## config.mk

```make
export PLATFORM = sky130hd
export DESIGN_NAME = dram_cmd_seq
export DESIGN_NICKNAME = d
export VERILOG_FILES = /design/src/rtl/dram_seq_pkg.sv /design/src/rtl/dram_addr_map.sv /design/src/rtl/dram_bank_table.sv /design/src/rtl/dram_refresh_timer.sv /design/src/rtl/dram_rd_pipe.sv /design/src/rtl/dram_cmd_seq.sv
export SDC_FILE = /design/constraint.sdc
export NUM_CORES = 1
export LEC_CHECK = 0
export ABC_AREA = 1
export BUFFER_PORTS_ARGS = -buffer_cell sky130_fd_sc_hd__buf_2
export CORE_ASPECT_RATIO = 0.9
export CORE_MARGIN = 2
export CORE_UTILIZATION = 44
export DETAILED_ROUTE_END_ITERATION = 6
export PLACE_DENSITY = 0.6
export SLEW_MARGIN = 20
export SYNTH_ARGS = -nofsm -noshare
export SYNTH_HDL_FRONTEND = slang
export SYNTH_HIERARCHICAL = 1
export SYNTH_SLANG_ARGS = --single-unit
```

## constraint.sdc

```tcl
create_clock -name clk -period 4.08 [get_ports clk]
set_input_delay 0.816 -clock clk [delete_from_list [all_inputs] [get_ports clk]]
set_output_delay 0.816 -clock clk [all_outputs]
set_load 0.1 [all_outputs]
```

## src/rtl/dram_seq_pkg.sv

```systemverilog
package dram_seq_pkg;

  typedef enum logic [2:0] {
    CMD_NOP = 3'd0,
    CMD_ACT = 3'd1,
    CMD_RD  = 3'd2,
    CMD_WR  = 3'd3,
    CMD_PRE = 3'd4,
    CMD_REF = 3'd5
  } dram_cmd_e;

  typedef enum logic [2:0] {
    ST_IDLE,
    ST_PRE,
    ST_ACT,
    ST_COL,
    ST_WAIT,
    ST_RPRE
  } seq_state_e;

  typedef enum logic [1:0] {
    CLS_HIT      = 2'd0,
    CLS_EMPTY    = 2'd1,
    CLS_CONFLICT = 2'd2
  } row_class_e;

endpackage

```

## src/rtl/dram_addr_map.sv

```systemverilog
module dram_addr_map
  import dram_seq_pkg::*;
#(
  parameter int ROW_W  = 12,
  parameter int BANK_W = 2,
  parameter int COL_W  = 9,
  parameter int BEAT_W = 3,
  localparam int ADDR_W = ROW_W + BANK_W + COL_W,
  localparam int NBANK  = 1 << BANK_W,
  localparam int LCOL_W = COL_W - BEAT_W
) (
  input  logic [ADDR_W-1:0]            addr,
  input  logic [NBANK-1:0]             open_vec,
  input  logic [NBANK-1:0][ROW_W-1:0]  open_rows,
  output logic [ROW_W-1:0]             row,
  output logic [BANK_W-1:0]            bank,
  output logic [LCOL_W-1:0]            line_col,
  output row_class_e                   cls
);

  always_comb begin
    row      = addr[ADDR_W-1 -: ROW_W];
    bank     = addr[COL_W +: BANK_W];
    line_col = addr[BEAT_W +: LCOL_W];
    if (!open_vec[bank]) begin
      cls = CLS_EMPTY;
    end else if (open_rows[bank] == row) begin
      cls = CLS_HIT;
    end else begin
      cls = CLS_CONFLICT;
    end
  end

endmodule

```

## src/rtl/dram_bank_table.sv

```systemverilog
module dram_bank_table #(
  parameter int ROW_W  = 12,
  parameter int BANK_W = 2,
  parameter int T_RAS  = 8,
  localparam int NBANK = 1 << BANK_W,
  localparam int RAS_W = $clog2(T_RAS + 1)
) (
  input  logic                         clk,
  input  logic                         rst_n,
  input  logic                         act_en,
  input  logic [BANK_W-1:0]            act_bank,
  input  logic [ROW_W-1:0]             act_row,
  input  logic                         pre_en,
  input  logic [BANK_W-1:0]            pre_bank,
  input  logic                         ref_en,
  output logic [NBANK-1:0]             open_vec,
  output logic [NBANK-1:0][ROW_W-1:0]  open_rows,
  output logic [NBANK-1:0]             ras_ok
);

  localparam logic [RAS_W-1:0] RAS_LOAD = RAS_W'(T_RAS - 1);

  for (genvar g = 0; g < NBANK; g++) begin : g_bank
    logic             open_q;
    logic             open_d;
    logic [ROW_W-1:0] row_q;
    logic [RAS_W-1:0] ras_q;
    logic [RAS_W-1:0] ras_d;
    logic             act_hit;
    logic             pre_hit;

    assign act_hit = act_en && (act_bank == BANK_W'(g));
    assign pre_hit = pre_en && (pre_bank == BANK_W'(g));

    always_comb begin
      open_d = open_q;
      if (ref_en) begin
        open_d = 1'b0;
      end else if (act_hit) begin
        open_d = 1'b1;
      end else if (pre_hit) begin
        open_d = 1'b0;
      end
      ras_d = ras_q;
      if (act_hit) begin
        ras_d = RAS_LOAD;
      end else if (ras_q != '0) begin
        ras_d = ras_q - RAS_W'(1);
      end
    end

    always_ff @(posedge clk or negedge rst_n) begin
      if (!rst_n) begin
        open_q <= 1'b0;
        ras_q  <= '0;
      end else begin
        open_q <= open_d;
        ras_q  <= ras_d;
      end
    end

    always_ff @(posedge clk) begin
      if (act_hit) begin
        row_q <= act_row;
      end
    end

    assign open_vec[g]  = open_q;
    assign open_rows[g] = row_q;
    assign ras_ok[g]    = (ras_q == '0);

    // a bank is opened only after it has been closed
    assert_act_closed_R4: assert property (@(posedge clk) disable iff (!rst_n)
      act_hit |-> !open_q);

    // closing a bank respects the row-active minimum
    assert_pre_ras_R5: assert property (@(posedge clk) disable iff (!rst_n)
      pre_hit |-> (ras_q == '0));
  end

endmodule

```

## src/rtl/dram_refresh_timer.sv

```systemverilog
module dram_refresh_timer #(
  parameter int T_REFI = 3120,
  localparam int CNT_W = $clog2(T_REFI)
) (
  input  logic clk,
  input  logic rst_n,
  input  logic ack,
  output logic pending
);

  localparam logic [CNT_W-1:0] CNT_LOAD = CNT_W'(T_REFI - 1);

  logic [CNT_W-1:0] cnt_q, cnt_d;
  logic             pend_q, pend_d;

  always_comb begin
    cnt_d  = cnt_q - CNT_W'(1);
    pend_d = pend_q;
    if (ack) begin
      pend_d = 1'b0;
    end
    if (cnt_q == '0) begin
      cnt_d  = CNT_LOAD;
      pend_d = 1'b1;
    end
  end

  always_ff @(posedge clk or negedge rst_n) begin
    if (!rst_n) begin
      cnt_q  <= CNT_LOAD;
      pend_q <= 1'b0;
    end else begin
      cnt_q  <= cnt_d;
      pend_q <= pend_d;
    end
  end

  assign pending = pend_q;

  // a refresh is only issued while one is owed
  assert_ack_pending_R8: assert property (@(posedge clk) disable iff (!rst_n)
    ack |-> pend_q);

endmodule

```

## src/rtl/dram_rd_pipe.sv

```systemverilog
module dram_rd_pipe #(
  parameter int T_CL = 5
) (
  input  logic clk,
  input  logic rst_n,
  input  logic rd_issue,
  output logic rd_beat
);

  logic [T_CL-1:0] sh_q;
  logic [T_CL-1:0] sh_d;

  if (T_CL == 1) begin : g_one
    assign sh_d = rd_issue;
  end else begin : g_many
    assign sh_d = {sh_q[T_CL-2:0], rd_issue};
  end

  always_ff @(posedge clk or negedge rst_n) begin
    if (!rst_n) begin
      sh_q <= '0;
    end else begin
      sh_q <= sh_d;
    end
  end

  assign rd_beat = sh_q[T_CL-1];

endmodule

```

## src/rtl/dram_cmd_seq.sv

```systemverilog
module dram_cmd_seq
  import dram_seq_pkg::*;
#(
  parameter int ROW_W  = 12,
  parameter int BANK_W = 2,
  parameter int COL_W  = 9,
  parameter int BEAT_W = 3,
  parameter int T_RCD  = 3,
  parameter int T_RP   = 3,
  parameter int T_RAS  = 8,
  parameter int T_CL   = 5,
  parameter int T_RFC  = 20,
  parameter int T_REFI = 3120,
  localparam int ADDR_W = ROW_W + BANK_W + COL_W,
  localparam int CA_W   = (ROW_W > COL_W) ? ROW_W : COL_W
) (
  input  logic              clk,
  input  logic              rst_n,
  input  logic              req_valid,
  output logic              req_ready,
  input  logic              req_write,
  input  logic [ADDR_W-1:0] req_addr,
  output logic [2:0]        cmd,
  output logic [BANK_W-1:0] cmd_bank,
  output logic [CA_W-1:0]   cmd_addr,
  output logic              rd_data_valid,
  output logic              wr_data_strobe
);

  localparam int NBANK  = 1 << BANK_W;
  localparam int LCOL_W = COL_W - BEAT_W;
  localparam int LDLY0  = (T_RCD > T_RP) ? T_RCD : T_RP;
  localparam int LDLY   = (LDLY0 > T_RFC) ? LDLY0 : T_RFC;
  localparam int WC_W   = $clog2(LDLY + 1);
  localparam logic [BEAT_W-1:0] BEAT_LAST = '1;

  seq_state_e        state_q, state_d;
  seq_state_e        ret_q, ret_d;
  logic [WC_W-1:0]   wcnt_q, wcnt_d;
  logic [BEAT_W-1:0] beat_q, beat_d;
  logic              wr_q;
  logic [ROW_W-1:0]  row_q;
  logic [BANK_W-1:0] bank_q;
  logic [LCOL_W-1:0] lcol_q;

  logic [NBANK-1:0]            open_vec;
  logic [NBANK-1:0][ROW_W-1:0] open_rows;
  logic [NBANK-1:0]            ras_ok;
  logic [ROW_W-1:0]            in_row;
  logic [BANK_W-1:0]           in_bank;
  logic [LCOL_W-1:0]           in_lcol;
  row_class_e                  in_cls;
  logic                        ref_pend;
  logic                        any_open;
  logic [BANK_W-1:0]           low_bank;

  dram_cmd_e         cmd_c;
  logic [BANK_W-1:0] bank_c;
  logic [CA_W-1:0]   addr_c;
  logic              accept;
  logic              act_en, pre_en, ref_en;
  logic [BANK_W-1:0] pre_bank;

  dram_addr_map #(
    .ROW_W(ROW_W), .BANK_W(BANK_W), .COL_W(COL_W), .BEAT_W(BEAT_W)
  ) u_map (
    .addr(req_addr), .open_vec(open_vec), .open_rows(open_rows),
    .row(in_row), .bank(in_bank), .line_col(in_lcol), .cls(in_cls)
  );

  dram_bank_table #(
    .ROW_W(ROW_W), .BANK_W(BANK_W), .T_RAS(T_RAS)
  ) u_banks (
    .clk(clk), .rst_n(rst_n),
    .act_en(act_en), .act_bank(bank_q), .act_row(row_q),
    .pre_en(pre_en), .pre_bank(pre_bank), .ref_en(ref_en),
    .open_vec(open_vec), .open_rows(open_rows), .ras_ok(ras_ok)
  );

  dram_refresh_timer #(.T_REFI(T_REFI)) u_refi (
    .clk(clk), .rst_n(rst_n), .ack(ref_en), .pending(ref_pend)
  );

  dram_rd_pipe #(.T_CL(T_CL)) u_rdp (
    .clk(clk), .rst_n(rst_n), .rd_issue(cmd_c == CMD_RD), .rd_beat(rd_data_valid)
  );

  // lowest-numbered open bank is closed first during refresh
  always_comb begin
    any_open = |open_vec;
    low_bank = '0;
    for (int i = NBANK - 1; i >= 0; i--) begin
      if (open_vec[i]) begin
        low_bank = BANK_W'(i);
      end
    end
  end

  assign req_ready = (state_q == ST_IDLE) && !ref_pend;
  assign accept    = req_ready && req_valid;

  always_comb begin
    state_d  = state_q;
    ret_d    = ret_q;
    wcnt_d   = wcnt_q;
    beat_d   = beat_q;
    cmd_c    = CMD_NOP;
    bank_c   = bank_q;
    addr_c   = '0;
    act_en   = 1'b0;
    pre_en   = 1'b0;
    ref_en   = 1'b0;
    pre_bank = bank_q;
    unique case (state_q)
      ST_IDLE: begin
        beat_d = '0;
        if (ref_pend) begin
          state_d = ST_RPRE;
        end else if (req_valid) begin
          unique case (in_cls)
            CLS_HIT:   state_d = ST_COL;
            CLS_EMPTY: state_d = ST_ACT;
            default:   state_d = ST_PRE;
          endcase
        end
      end
      ST_PRE: begin
        if (ras_ok[bank_q]) begin
          cmd_c  = CMD_PRE;
          pre_en = 1'b1;
          if (T_RP == 1) begin
            state_d = ST_ACT;
          end else begin
            state_d = ST_WAIT;
            ret_d   = ST_ACT;
            wcnt_d  = WC_W'(T_RP - 1);
          end
        end
      end
      ST_ACT: begin
        cmd_c  = CMD_ACT;
        addr_c = CA_W'(row_q);
        act_en = 1'b1;
        if (T_RCD == 1) begin
          state_d = ST_COL;
        end else begin
          state_d = ST_WAIT;
          ret_d   = ST_COL;
          wcnt_d  = WC_W'(T_RCD - 1);
        end
      end
      ST_COL: begin
        cmd_c  = wr_q ? CMD_WR : CMD_RD;
        addr_c = CA_W'({lcol_q, beat_q});
        beat_d = beat_q + BEAT_W'(1);
        if (beat_q == BEAT_LAST) begin
          state_d = ST_IDLE;
        end
      end
      ST_WAIT: begin
        wcnt_d = wcnt_q - WC_W'(1);
        if (wcnt_q == WC_W'(1)) begin
          state_d = ret_q;
        end
      end
      ST_RPRE: begin
        if (any_open) begin
          bank_c   = low_bank;
          pre_bank = low_bank;
          if (ras_ok[low_bank]) begin
            cmd_c  = CMD_PRE;
            pre_en = 1'b1;
            if (T_RP > 1) begin
              state_d = ST_WAIT;
              ret_d   = ST_RPRE;
              wcnt_d  = WC_W'(T_RP - 1);
            end
          end
        end else begin
          cmd_c  = CMD_REF;
          bank_c = '0;
          ref_en = 1'b1;
          if (T_RFC == 1) begin
            state_d = ST_IDLE;
          end else begin
            state_d = ST_WAIT;
            ret_d   = ST_IDLE;
            wcnt_d  = WC_W'(T_RFC - 1);
          end
        end
      end
      default: state_d = ST_IDLE;
    endcase
  end

  always_ff @(posedge clk or negedge rst_n) begin
    if (!rst_n) begin
      state_q <= ST_IDLE;
      ret_q   <= ST_IDLE;
      wcnt_q  <= '0;
      beat_q  <= '0;
    end else begin
      state_q <= state_d;
      ret_q   <= ret_d;
      wcnt_q  <= wcnt_d;
      beat_q  <= beat_d;
    end
  end

  always_ff @(posedge clk) begin
    if (accept) begin
      wr_q   <= req_write;
      row_q  <= in_row;
      bank_q <= in_bank;
      lcol_q <= in_lcol;
    end
  end

  assign cmd            = cmd_c;
  assign cmd_bank       = bank_c;
  assign cmd_addr       = addr_c;
  assign wr_data_strobe = (cmd_c == CMD_WR);

  // column commands of one line follow back to back with rising columns
  assert_burst_contig_R6: assert property (@(posedge clk) disable iff (!rst_n)
    ((cmd == 3'(CMD_RD) || cmd == 3'(CMD_WR)) && cmd_addr[BEAT_W-1:0] != BEAT_LAST)
    |=> (cmd == $past(cmd) && cmd_addr == $past(cmd_addr) + CA_W'(1)));

  // refresh only once every bank has been closed
  assert_ref_closed_R8: assert property (@(posedge clk) disable iff (!rst_n)
    (cmd == 3'(CMD_REF)) |-> (open_vec == '0));

  // no request is taken while a line is moving
  assert_busy_not_ready_R9: assert property (@(posedge clk) disable iff (!rst_n)
    (cmd == 3'(CMD_RD) || cmd == 3'(CMD_WR)) |-> !req_ready);

endmodule

```

### After elaboration in Yosys (flattened, before gate mapping)

Cells that the tools add are included.

* register bits after elaboration: 121
* input port bits: 27
* output and inout port bits: 20
* logic and storage cells: 167

* add/sub/neg operators: 7
* $lt $le $gt $ge: 3
* eq/ne operators: 22
* multiplexer cells: 72
* reduce and logical (&&, ||, !) cells: 40

Operators with widths (number)
* $mux W3: 13
* $mux W4: 8
* $bmux W12 S2: 1
* $mux W1: 24
* $mux W12: 2
* $pmux W12 S2: 1
* $mux W2: 10
* $pmux W5 S4: 1
* $reduce_bool A4 Y1: 5
* $pmux W3 S6: 1
* $logic_not A4 Y1: 4
* $sub A4 B1 Y4 const B: 4
* $mux W5: 3
* $reduce_bool A3 Y1: 5
* $eq A12 B12 Y1: 1
* $eq A3 B2 Y1 const B: 4
* $logic_not A12 Y1: 1
* $pmux W3 S4: 1
* $reduce_bool A2 Y1: 6
* $sub A12 B1 Y12 const B: 1
* $logic_and A1 B1 Y1: 10
* $eq A3 B3 Y1 const B: 3
* $lt A2 B3 Y1 const B: 3
* $pmux W3 S3: 1
* other kinds (19): 31

### Longest topological paths before layout

Gate-level depths: netlist of the first run.

* depth in word-level cells: 13
* depth in mapped cells: 17
* depth with buffers taken out: 16

### By module

Netlist of the first run, hierarchy kept.

Modules (own cells, without submodules)
* dram_bank_table: instances 1, cells an instance 196, area an instance 2526.2 um^2, sequential area each 1941.9 um^2
* dram_cmd_seq: instances 1, cells an instance 201, area an instance 1854.3 um^2, sequential area each 980.9 um^2
* dram_addr_map: instances 1, cells an instance 180, area an instance 919.6 um^2, sequential area each 0.0 um^2
* dram_refresh_timer: instances 1, cells an instance 85, area an instance 721.9 um^2, sequential area each 334.1 um^2
* dram_rd_pipe: instances 1, cells an instance 5, area an instance 125.1 um^2, sequential area each 125.1 um^2

### Worst setup path before layout of the first run

OpenSTA, ideal clock, no wires.

* path type: register to output
* start: register u_banks.g_bank[1].ras_q[0]
* end: output cmd[2]
* arrival: 3.226 ns
* required time: 3.264 ns
* slack: 0.038 ns
* stages on the path, launching flop included: 9
* path buffers: 0
* path through: dfrtp_1 -> inv_1 -> ha_1 -> nand3_1 -> inv_1 -> nand3_1 -> nand3_2 -> a21oi_1 -> o21ai_0

* cells in the longest elaborated chain, start to end: 6
* elaborated cells between the ends (all ways): 9
* classes of those cells: mux (8); reduce/logical (1)

Ends and longest elaborated chain
* start, declared: line dram_bank_table.sv:27 `logic [RAS_W-1:0] ras_q;`
* start signal, assigned: line dram_bank_table.sv:58 `ras_q <= ras_d;`
* $logic_not A4 Y1 (*): line dram_bank_table.sv:70 `assign ras_ok[g] = (ras_q == '0);`
* named net ras_ok[1]: line dram_cmd_seq.sv:48 `logic [NBANK-1:0] ras_ok;`
* $bmux W1 S2: line dram_cmd_seq.sv:170 `if (ras_ok[low_bank]) begin`
* $mux W1 (implied by the code): line dram_cmd_seq.sv:170
* $mux W3: line dram_cmd_seq.sv:170
* $mux W3: line dram_cmd_seq.sv:167 `if (any_open) begin`
* $pmux W3 S4 (*): line dram_cmd_seq.sv:114 `unique case (state_q)`
* end, declared: line dram_cmd_seq.sv:23 `output logic [2:0] cmd,`

Mark *: on every way through the listed nets, which the timed path passes. The rest lies on a longest branch. The select of a mux whose other input is x is not followed.

### Worst setup path after layout of the first run

* start: register state_q[0]
* end: output cmd_addr[9]

* cells in the longest elaborated chain, start to end: 2
* elaborated cells between the ends (all ways): 3
* classes of those cells: eq/ne (2); mux (1)

Ends and longest elaborated chain
* start, declared: line dram_cmd_seq.sv:37 `seq_state_e state_q, state_d;`
* start signal, assigned: line dram_cmd_seq.sv:203 `state_q <= state_d;`
* $eq A3 B2 Y1: line dram_cmd_seq.sv:114
* $pmux W12 S2 (*): line dram_cmd_seq.sv:114
* end, declared: line dram_cmd_seq.sv:25 `output logic [CA_W-1:0] cmd_addr,`

Every way passes the cells marked *; elsewhere a longest branch is shown, timed or not.

==> impl_results.md, run 1 <==
* CP max FO at 6
* Peak supply drop at 483 µV
* Total gr overflow at 0
* Synth Net Count at 704
* Die extent in x at 129 µm
* Most used routing layer: met2
* Worst min path class: flip-flop to flip-flop
* IO buf count at 43
* Synth area leader: edfxtp_1
* Syn Inst Count at 667
* Sequential area share after synthesis at 55.0%
* Max Fclk at 310 MHz
* Post-CTS Setup Inserts at 0
* Yosys top cell area share at 33.7%
* CTS Buf Count at 17
* Worst r2r dst: u_banks/g_bank[1].row_q[1]$_DFFE_PP_
* Static leakage at 0.00334 µW
* Distinct cell type count after synthesis at 39
* Met2 GRT Util at 29.5%
* RSZ-0062 raised after global routing: no
* CTS tree: yes
* Final #Nets at 737
* Core ar. at 13,500 µm²
* Final Max Slew Viols at 0
* Clock transition at path regs at 0.05 ns
* Via count at 4,419
* Post-Route WL at 12,600 µm
* Outcome: finished clean
* Worst hold slack at 0.348 ns
* Post-route DRC at 0
* Crit path capture type: primary output
* Detailed Routing Iterations Pass 1 at 6
* Reg2reg setup slack at 1.53 ns
* Synth area leaders: edfxtp_1, dfrtp_1, nand2_1
* CP Launch Point: state_q[0]$_DFFE_PN0P_
* Crit path to: cmd_addr[9]
* DR iter-0 viols at 336
* Pwr Total at 4770 µW
* First-pass GRT wire length at 20,900 µm
* PD cells at 691 nW/µm²
* Final setup violation count at 0
* Die height at 116 µm
* # IOs at 47
* Post-CTS sizing at 0
* Initial antenna violation count at 0
* Setup CP Type: flip-flop to primary output
* Hold Violations, Final at 0
* Final ANT Viol Nets at 0
* Setup_tns at 0 ns
* RePlAce Congestion at 0.856
* Area of the die at 14,900 µm²
* Data arrival, critical path at 2.41 ns
* Clock tree root buffer cell: clkbuf_16
* Worst skew pair latency at 0.41 ns
* Worst slew pin tran at 0.741 ns
* Ys Warns at 6
* Reg2reg start: state_q[0]$_DFFE_PN0P_
* Syn Std Cell Area at 6150 µm²
* # fillers at 1,230
* H-tree levels at 4
* Reg2reg path depth at 6
* Initial cell density of the core at 45.5%
* FF+latch area at 3380 µm²
* CP required at 3.26 ns
* Multi-input gate area at 2180 µm²
* Antenna cell count at 0
* Routed wire per std cell at 14.4 µm
* Final min period at 3.23 ns
* Pin count of the biggest net entering global routing at 31
* Hold Buf Count CTS at 0
* Critical path launch point type: flip-flop
* Final worst-path cycle share at 79.1%
* CTS sink cnt at 121
* Post-detail-place hpwl at 8610 µm
* #FFs+latches synth at 121
* Layout cell share with drive strength beyond 1 at 20.4%
* Placement Rows at 40
* Area grow syn2layout at 12.4%
* Relative slew slack at 50.6%
* Clock Skew at 0.00566 ns
* Met1 Use GR at 24.3%
* Total global-route track usage at 18.6%
* Bufs on Longest Clock Path at 2
* Number of global-route vias before repair at 4,324
* Drt via density at 5.02
* M3 GR Usage at 4.58%
* Avg Cell Area, Syn at 9.22 µm²
* Max-Cap Viols at 0
## stage by stage
stage          setup slack [ns]  area (µm²)  cells  utilization (%)
5_1_grt                   0.698        6910    880             51.1
2_1_floorplan            0.0381        6150    667                -
6_report                  0.853        6910    880             51.1
3_3_place_gp               1.13        6350    849             47.0
3_5_place_dp               1.09        6350    849             47.0
4_1_cts                   0.818        6910    880             51.1
## metal layers
layer / share of wire, % / vias to the layer above
met5: 0 / -
met4: 1.9 / 0
met3: 5.3 / 21
met2: 46 / 118
met1: 47 / 2059
li1: - / 2221
## how the worst min path moves through the flow
stage	start	endpoint	slack [ns]	cells after the start
2_1_floorplan	u_rdp/sh_q[0]$_DFF_PN0_	u_rdp/sh_q[1]$_DFF_PN0_	0.33	0
3_5_place_dp	u_rdp/sh_q[1]$_DFF_PN0_	u_rdp/sh_q[2]$_DFF_PN0_	0.34	0
4_1_cts	u_rdp/sh_q[1]$_DFF_PN0_	u_rdp/sh_q[2]$_DFF_PN0_	0.35	0
6_report	u_rdp/sh_q[1]$_DFF_PN0_	u_rdp/sh_q[2]$_DFF_PN0_	0.35	0
5_1_grt	u_rdp/sh_q[3]$_DFF_PN0_	u_rdp/sh_q[4]$_DFF_PN0_	0.36	0
3_3_place_gp	u_rdp/sh_q[1]$_DFF_PN0_	u_rdp/sh_q[2]$_DFF_PN0_	0.34	0
## power by group
group	internal, µW	leakage (µW)	switching [µW]
registers	1580	0.00125	177
logic	442	0.00181	1160
clock network	888	0.000271	532
total	2910	0.00334	1860
## synth_stat cells (all sizes together)
| cell type | n |
|---|---|
| nand2 | 216 |
| inv | 87 |
| nand3 | 85 |
| edfxtp | 69 |
| nor2 | 53 |
| dfrtp | 45 |
| buf | 33 |
| o21ai | 20 |
| a21oi | 13 |
| ha | 10 |
| nand4 | 8 |
| a22o | 7 |
| dfstp | 7 |
| o211ai | 3 |
| nand3b | 2 |
| a21boi | 1 |
| a21o | 1 |
| a32oi | 1 |
| nor3 | 1 |
| o21a | 1 |
| o21bai | 1 |
| or2 | 1 |
| xnor2 | 1 |
| xor2 | 1 |
## cells by family (layout without fill, tap and decap cells)
kind of cell,Yosys count,in the layout,share of synthesized area [%]
simple gates,366,366,28.2
buf+inv,120,165,9.51
flops,121,121,55.0
fa+ha+maj,10,10,2.04
compound gates,48,48,4.99
xor+xnor,2,2,0.285
## registers in the layout (all words and copies together) (netlist names), 4 cells and up
register               count
lcol_q                     6
u_banks/g_bank.row_q      48
u_banks/g_bank.open_q      4
row_q                     12
u_rdp/sh_q                 5
wcnt_q                     5
u_refi/cnt_q              12
u_banks/g_bank.ras_q      16
## critical path: stages (launching register included)
cell	delay (ns)
dfrtp_1	0.43
nor2_1	0.17
inv_1	0.05
nor2_1	0.39
inv_1	0.33
nor2_1	0.18
buf_2	0.44
## cell type report
cell class	instances	share of cell area, %
Tap cell	168	3.04
Sequential cell	121	48.9
Clock inverter	13	1.88
Multi-Input combinational cell	426	31.6
Timing Repair Buffer	47	3.55
Clock buffer	18	6.21
Inverter	87	4.76
## cell usage in the layout (no fill, tap or decap), types with 2 or more instances in the layout
| cell type | netlist | layout |
|---|---|---|
| nor2_4 | 6 | 6 |
| nand4_1 | 8 | 8 |
| buf_2 | 3 | 43 |
| a21oi_1 | 12 | 12 |
| nand3_1 | 68 | 68 |
| buf_4 | 27 | 4 |
| o21ai_1 | 3 | 3 |
| bufinv_16 | 0 | 2 |
| a22o_1 | 7 | 7 |
| o21ai_0 | 15 | 15 |
| clkinv_2 | 0 | 6 |
| dfstp_2 | 7 | 7 |
| o211ai_1 | 3 | 3 |
| nand3_4 | 2 | 2 |
| nor2_1 | 42 | 41 |
| clkinvlp_4 | 0 | 3 |
| inv_1 | 78 | 78 |
| ha_1 | 10 | 10 |
| o21ai_2 | 2 | 2 |
| clkbuf_16 | 0 | 17 |
| inv_2 | 8 | 8 |
| nor2_2 | 5 | 6 |
| nand2_2 | 17 | 17 |
| nand2_1 | 198 | 198 |
| dfrtp_1 | 45 | 45 |
| edfxtp_1 | 69 | 69 |
| nand3_2 | 15 | 15 |
(Power assumes the default switching activity.)
==> inputs of run 2 (changes only) <==
==> constraint.sdc (replaced) <==
create_clock -name clk -period 3.1 [get_ports clk]
set_input_delay 0.62 -clock clk [delete_from_list [all_inputs] [get_ports clk]]
set_output_delay 0.62 -clock clk [all_outputs]
set_load 0.1 [all_outputs]
==> run 2 against run 1 <==
Against the previous run: flip-flop and latch count unchanged; wire length increased by 2.4%; clock-buffer cell count up 2; register-to-register slack lost 0.64 ns; final area grew 2.1%; die area unchanged; clock power grew 32%; global-route usage rose by 0.66 points; setup slack worse by 0.58 ns; power rose by 34%; combinational power rose by 38%; largest cell class unchanged; largest power group unchanged.
==> impl_results.md, run 2 (synthesis results as in run 1) <==
* PD cells at 907 nW/µm² (was 691 nW/µm²)
* Drt via density at 5.08 (was 5.02)
* Max Fclk at 354 MHz
* Post-route DRC at 0 (unchanged)
* # IOs at 47 (unchanged)
* Number of global-route vias before repair at 4,409 (was 4,324)
* Placement Rows at 40 (unchanged)
* Pin count of the biggest net entering global routing at 34 (was 31)
* Hold Buf Count CTS at 0 (unchanged)
* Relative slew slack at 55.6% (was 50.6%)
* Final Max Slew Viols at 0 (unchanged)
* Worst skew pair latency at 0.41 ns (about the same)
* Initial cell density of the core at 45.5% (unchanged)
* Sw frac at 39.1% (about the same)
* Static leakage at 0.00337 µW (was 0.00334 µW)
* # fillers at 1,232 (was 1,230)
* Worst min path class: input pin to asynchronous set/reset pin (was flip-flop to flip-flop)
* Initial antenna violation count at 0 (unchanged)
* Commonest non-fill, non-tap cell in the layout: nand2_1 (unchanged)
* Final ANT Viol Nets at 0 (unchanged)
* Outcome: finished clean (unchanged)
* Data arrival, critical path at 2.21 ns (was 2.41 ns)
* Total global-route track usage at 19.2% (was 18.6%)
* Detailed Routing Iterations Pass 1 at 4 (was 6)
* Die height at 116 µm (unchanged)
* Multi-input gate area at 2190 µm² (was 2180 µm²)
* DP Area at 6490 µm² (was 6350 µm²)
* Layout cell share with drive strength beyond 1 at 20.6% (was 20.4%)
* Peak supply drop at 653 µV (was 483 µV)
* DR iter-0 viols at 261 (was 336)
* Final worst-path cycle share at 91.2%
* Worst slew pin tran at 0.665 ns (was 0.741 ns)
* Int Pwr at 3900 µW (was 2910 µW)
* Via count at 4,493 (was 4,419)
* Met2 GRT Util at 30.5% (was 29.5%)
* Clock transition at path regs at 0.06 ns (was 0.05 ns)
* Register share of total power at 36.2% (was 36.8%)
* Max-Cap Viols at 0 (unchanged)
* Biggest regs: u_banks/g_bank.row_q x48, u_banks/g_bank.ras_q x16 (unchanged)
* Post-Route WL at 12,900 µm (was 12,600 µm)
* Area grow syn2layout at 14.8% (was 12.4%)
* Core ar. at 13,500 µm² (unchanged)
* Post-CTS Setup Inserts at 0 (unchanged)
* Switch Pwr at 2500 µW (was 1860 µW)
* Area of the die at 14,900 µm² (unchanged)
* Die extent in x at 129 µm (unchanged)
* Critical path launch point type: flip-flop (unchanged)
* Total gr overflow at 0 (unchanged)
* Pre-CTS WS at 0.594 ns (was 1.09 ns)
* CP required at 2.48 ns (was 3.26 ns)
* M3 GR Usage at 4.99% (was 4.58%)
* Setup CP Type: flip-flop to primary output (unchanged)
* Bufs on Longest Clock Path at 2 (unchanged)
* CP max FO at 11 (was 6)
* RePlAce Congestion at 0.864 (was 0.856)
* Post-detail-place hpwl at 8720 µm (was 8610 µm)
* Routed wire per std cell at 14.6 µm (was 14.4 µm)
* CTS sink cnt at 121 (unchanged)
* Final min period at 2.83 ns
* Crit path capture type: primary output (unchanged)
* Final setup violation count at 0 (unchanged)
* RSZ-0062 raised after global routing: no (unchanged)
* Clock tree root buffer cell: clkbuf_16 (unchanged)
* Design area at 7050 µm² (was 6910 µm²)
* Most frequent cells in the layout: nand2_1, inv_1, edfxtp_1, nand3_1, dfrtp_1 (unchanged)
* Gate power share at 34.4% (was 33.5%)
* First-pass GRT wire length at 21,800 µm (was 20,900 µm)
* Antenna cell count at 0 (unchanged)
* Hold Violations, Final at 0 (unchanged)
* Biggest register: u_banks/g_bank.row_q (unchanged)
* Most used routing layer: met2 (unchanged)
* H-tree levels at 4 (unchanged)
* CTS Buf Count at 17 (unchanged)
* Max reg flops at 48 (unchanged)
* CTS tree: yes (unchanged)
* IO buf count at 43 (unchanged)
* FF+latch area at 3380 µm² (unchanged)
* Clock Skew at 0.00945 ns (was 0.00566 ns)
* Final #Nets at 741 (was 737)
* Clock power share at 29.5% (was 29.8%)
* Met1 Use GR at 26.2% (was 24.3%)
* Final worst setup slack at 0.272 ns (was 0.853 ns)
run 2: timing repair:
| action | in CTS | in global routing |
|---|---|---|
| endpoints found under the setup margin | 0 | 1 |
| resized for setup | 0 | 1 |
| hold endpoints to repair | 0 | 0 |
run 2: layout make-up:
class	instances	area share (%)
flip-flops and latches	121	47.9
multi-input cells	426	31.0
clock buffers	20	6.19
repair buffers	51	5.43
inverters	87	4.66
well taps	168	2.98
clock inverters	12	1.81
run 2: stage by stage:
| step | total power (µW) | std cells | hold WS [ns] | TNS (ns) | util [%] |
|---|---|---|---|---|---|
| final | 6400 | 885 | 0.170 | 0 | 52.2 |
| after global routing | 6810 | 885 | 0.190 | 0 | 52.2 |
| after CTS | 6440 | 885 | 0.163 | 0 | 52.2 |
| after detailed placement | 4520 | 853 | 0.336 | 0 | 48.0 |
| after global placement | 4440 | 853 | 0.335 | 0 | 48.0 |
| after floorplan | 4030 | 667 | 0.324 | -0.575 | - |
run 2: worst paths after layout:
| check | startpoint | to | slack, ns | cells past startpoint |
|---|---|---|---|---|
| max | state_q[2]$_DFFE_PN0P_ | cmd_addr[0] | 0.27 | 5 |
| min | rst_n | u_rdp/sh_q[4]$_DFF_PN0_ | 0.17 | 1 |
| max reg2reg | state_q[0]$_DFFE_PN0P_ | u_banks/g_bank[3].row_q[7]$_DFFE_PP_ | 0.89 | 6 |
| min reg2reg | u_rdp/sh_q[3]$_DFF_PN0_ | u_rdp/sh_q[4]$_DFF_PN0_ | 0.34 | 0 |
| max in group asynchronous | rst_n | u_refi/cnt_q[1]$_DFF_PN1_ | 2.10 | 2 |
| min in group clk | u_rdp/sh_q[3]$_DFF_PN0_ | u_rdp/sh_q[4]$_DFF_PN0_ | 0.34 | 0 |
run 2: routing by layer:
metal	vias up	part of all wire, %
met5	-	0
met4	0	1.0
met3	10	4.4
met2	85	46
met1	2166	48
li1	2232	-
run 2: critical path, cell delays in order, from the launching register on:
cell and delay (ns):
dfrtp_1 0.44, inv_2 0.11, nand3_2 0.15, inv_1 0.41, a22o_1 0.26, buf_2 0.43
run 2: power by group through the flow:
stage	Sequential [µW]	Clock [µW]	Combinational (µW)
floorplan	2270	0	1760
global placement	2330	0	2120
detailed placement	2340	0	2190
CTS	2310	1920	2210
global route	2360	2000	2460
finish	2310	1880	2200
==> inputs of run 3 (changes only) <==
--- a/config.mk
+++ b/config.mk
@@ -6,7 +6,7 @@
 export NUM_CORES = 1
 export LEC_CHECK = 0
 export ABC_AREA = 1
-export BUFFER_PORTS_ARGS = -buffer_cell sky130_fd_sc_hd__buf_2
+export BUFFER_PORTS_ARGS = -buffer_cell sky130_fd_sc_hd__buf_4
 export CORE_ASPECT_RATIO = 0.9
 export CORE_MARGIN = 2
 export CORE_UTILIZATION = 44
==> run 3 against run 2 <==
Against the previous run: die area unchanged; maximum frequency increased by 1.6%; sequential share of layout area about the same; register-to-register slack improved by 0.02 ns; global-route usage decreased by 1.6 points; highest routed layer unchanged.
==> impl_results.md, run 3 (synthesis results as in run 1) <==
* Max-Cap Viols at 0 (unchanged)
* CTS sink cnt at 121 (unchanged)
* DP Area at 6470 µm² (was 6490 µm²)
* Number of global-route vias before repair at 4,122 (was 4,409)
* Max reg flops at 48 (unchanged)
* Die height at 116 µm (unchanged)
* Biggest register: u_banks/g_bank.row_q (unchanged)
* Layout cell share with drive strength beyond 1 at 20.8% (was 20.6%)
* Relative slew slack at 54.9% (was 55.6%)
* Critical path launch point type: flip-flop (unchanged)
* M3 GR Usage at 4.40% (was 4.99%)
* IO buf count at 43 (unchanged)
* Met1 Use GR at 24.6% (was 26.2%)
* Bufs on Longest Clock Path at 2 (unchanged)
* Reg2reg start: state_q[0]$_DFFE_PN0P_ (unchanged)
* Final ANT Viol Nets at 0 (unchanged)
* Final worst-path cycle share at 89.8% (was 91.2%)
* Peak supply drop at 515 µV (was 653 µV)
* Pin count of the biggest net entering global routing at 53 (was 34)
* PD cells at 904 nW/µm² (was 907 nW/µm²)
* CP required at 2.48 ns (about the same)
* Reg2reg setup slack at 0.91 ns (was 0.89 ns)
* Final setup violation count at 0 (unchanged)
* Post-CTS sizing at 0 (unchanged)
* Post-route DRC at 0 (unchanged)
* Die extent in x at 129 µm (unchanged)
* Area grow syn2layout at 14.7% (was 14.8%)
* H-tree levels at 4 (unchanged)
* Clock tree root buffer cell: clkbuf_16 (unchanged)
* Routed wire per std cell at 14.1 µm (was 14.6 µm)
* Total global-route track usage at 17.7% (was 19.2%)
* Post-detail-place hpwl at 8320 µm (was 8720 µm)
* First-pass GRT wire length at 20,100 µm (was 21,800 µm)
* Post-CTS Setup Inserts at 0 (unchanged)
* Initial cell density of the core at 45.5% (unchanged)
* Post-Route WL at 12,400 µm (was 12,900 µm)
* Biggest regs: u_banks/g_bank.row_q x48, u_banks/g_bank.ras_q x16 (unchanged)
* Worst min path class: input pin to asynchronous set/reset pin (unchanged)
* Hold Violations, Final at 0 (unchanged)
* Reg2reg path depth at 6 (unchanged)
* Met2 GRT Util at 27.1% (was 30.5%)
* Placement Rows at 40 (unchanged)
* RSZ-0062 raised after global routing: no (unchanged)
* Static leakage at 0.00337 µW (about the same)
* Setup CP Type: flip-flop to primary output (unchanged)
* Data arrival, critical path at 2.17 ns (was 2.21 ns)
* Area of the die at 14,900 µm² (unchanged)
* Antenna cell count at 0 (unchanged)
* Final min period at 2.79 ns (was 2.83 ns)
* Hold Buf Count CTS at 0 (unchanged)
* Worst skew pair latency at 0.41 ns (about the same)
* # IOs at 47 (unchanged)
* Worst r2r dst: u_banks/g_bank[0].row_q[7]$_DFFE_PP_ (was u_banks/g_bank[3].row_q[7]$_DFFE_PP_)
* Most frequent cells in the layout: nand2_1, inv_1, edfxtp_1, nand3_1, buf_4 (was nand2_1, inv_1, edfxtp_1, nand3_1, dfrtp_1)
* Final Max Slew Viols at 0 (unchanged)
* CTS Buf Count at 17 (unchanged)
* Max Fclk at 359 MHz (was 354 MHz)
* Core ar. at 13,500 µm² (unchanged)
* Clock Skew at 0.0122 ns (was 0.00945 ns)
* Final #Nets at 739 (was 741)
* Design area at 7050 µm² (about the same)
* RePlAce Congestion at 0.822 (was 0.864)
* Outcome: finished clean (unchanged)
* Core Util, Final at 52.2% (about the same)
* Most used routing layer: met2 (unchanged)
* Clock transition at path regs at 0.05 ns (was 0.06 ns)
* Detailed Routing Iterations Pass 1 at 4 (unchanged)
* DR iter-0 viols at 272 (was 261)
* Crit path capture type: primary output (unchanged)
* Total gr overflow at 0 (unchanged)
* Worst slew pin tran at 0.677 ns (was 0.665 ns)
* CP max FO at 4 (was 11)
* Commonest non-fill, non-tap cell in the layout: nand2_1 (unchanged)
* Via count at 4,478 (was 4,493)
* Drt via density at 5.07 (was 5.08)
* CTS tree: yes (unchanged)
* Initial antenna violation count at 0 (unchanged)
## run 3: cell count changes in the layout (fill, tap and decap cells not counted)
cell,previous run,this run
clkinvlp_4,3,4
inv_6,0,2
buf_2,35,0
buf_4,8,49
clkbuf_4,1,0
buf_12,7,0
clkbuf_1,3,0
## run 3: worst max path at each step
stage	start	end
final	u_banks/g_bank[1].ras_q[0]$_DFFE_PN0P_	cmd[2]
after global routing	u_banks/g_bank[1].ras_q[0]$_DFFE_PN0P_	cmd[2]
after CTS	u_banks/g_bank[3].ras_q[0]$_DFFE_PN0P_	cmd[2]
after detailed placement	req_addr[9]	state_q[0]$_DFFE_PN0P_
after global placement	req_addr[9]	state_q[0]$_DFFE_PN0P_
after floorplan	state_q[2]$_DFFE_PN0P_	cmd_addr[1]
## run 3: power by group
part | switching (µW) | internal [µW] | total (µW)
combinational | 1530 | 627 | 2150
sequential | 233 | 2080 | 2310
clock | 727 | 1180 | 1910
total | 2490 | 3890 | 6370
## run 3: worst max-delay path, stage by stage (launching register included)
cell and delay (ns):
dfrtp_1 0.37, inv_1 0.11, ha_1 0.20, nand3_1 0.16, inv_1 0.16, nand3_1 0.11, nand3_2 0.11, a21oi_1 0.07
o21ai_1 0.16, buf_4 0.32
## run 3: per-layer routing
metal	routed length (µm)	part of all wire (%)
met5	0	0
met4	149	1.2
met3	592	4.8
met2	5630	45
met1	6050	49
## run 3: layout make-up
class                           instances  area (µm²)
Fill cell                            1191        6460
Sequential cell                       121        3380
Multi-Input combinational cell        426        2190
Clock buffer                           17         425
Timing Repair Buffer                   49         368
Inverter                               87         329
Tap cell                              168         210
Clock inverter                         15         153
## run 3: per-stage QoR
| stage | total power [µW] | hold slack [ns] | setup WS (ns) | cells | TNS, ns |
|---|---|---|---|---|---|
| after floorplan | 4030 | 0.324 | -0.288 | 667 | -0.575 |
| after global placement | 4420 | 0.334 | 0.687 | 851 | 0 |
| after detailed placement | 4490 | 0.335 | 0.666 | 851 | 0 |
| after CTS | 6420 | 0.274 | 0.272 | 883 | 0 |
| after global routing | 6780 | 0.295 | 0.162 | 883 | 0 |
| final | 6370 | 0.249 | 0.315 | 883 | 0 |
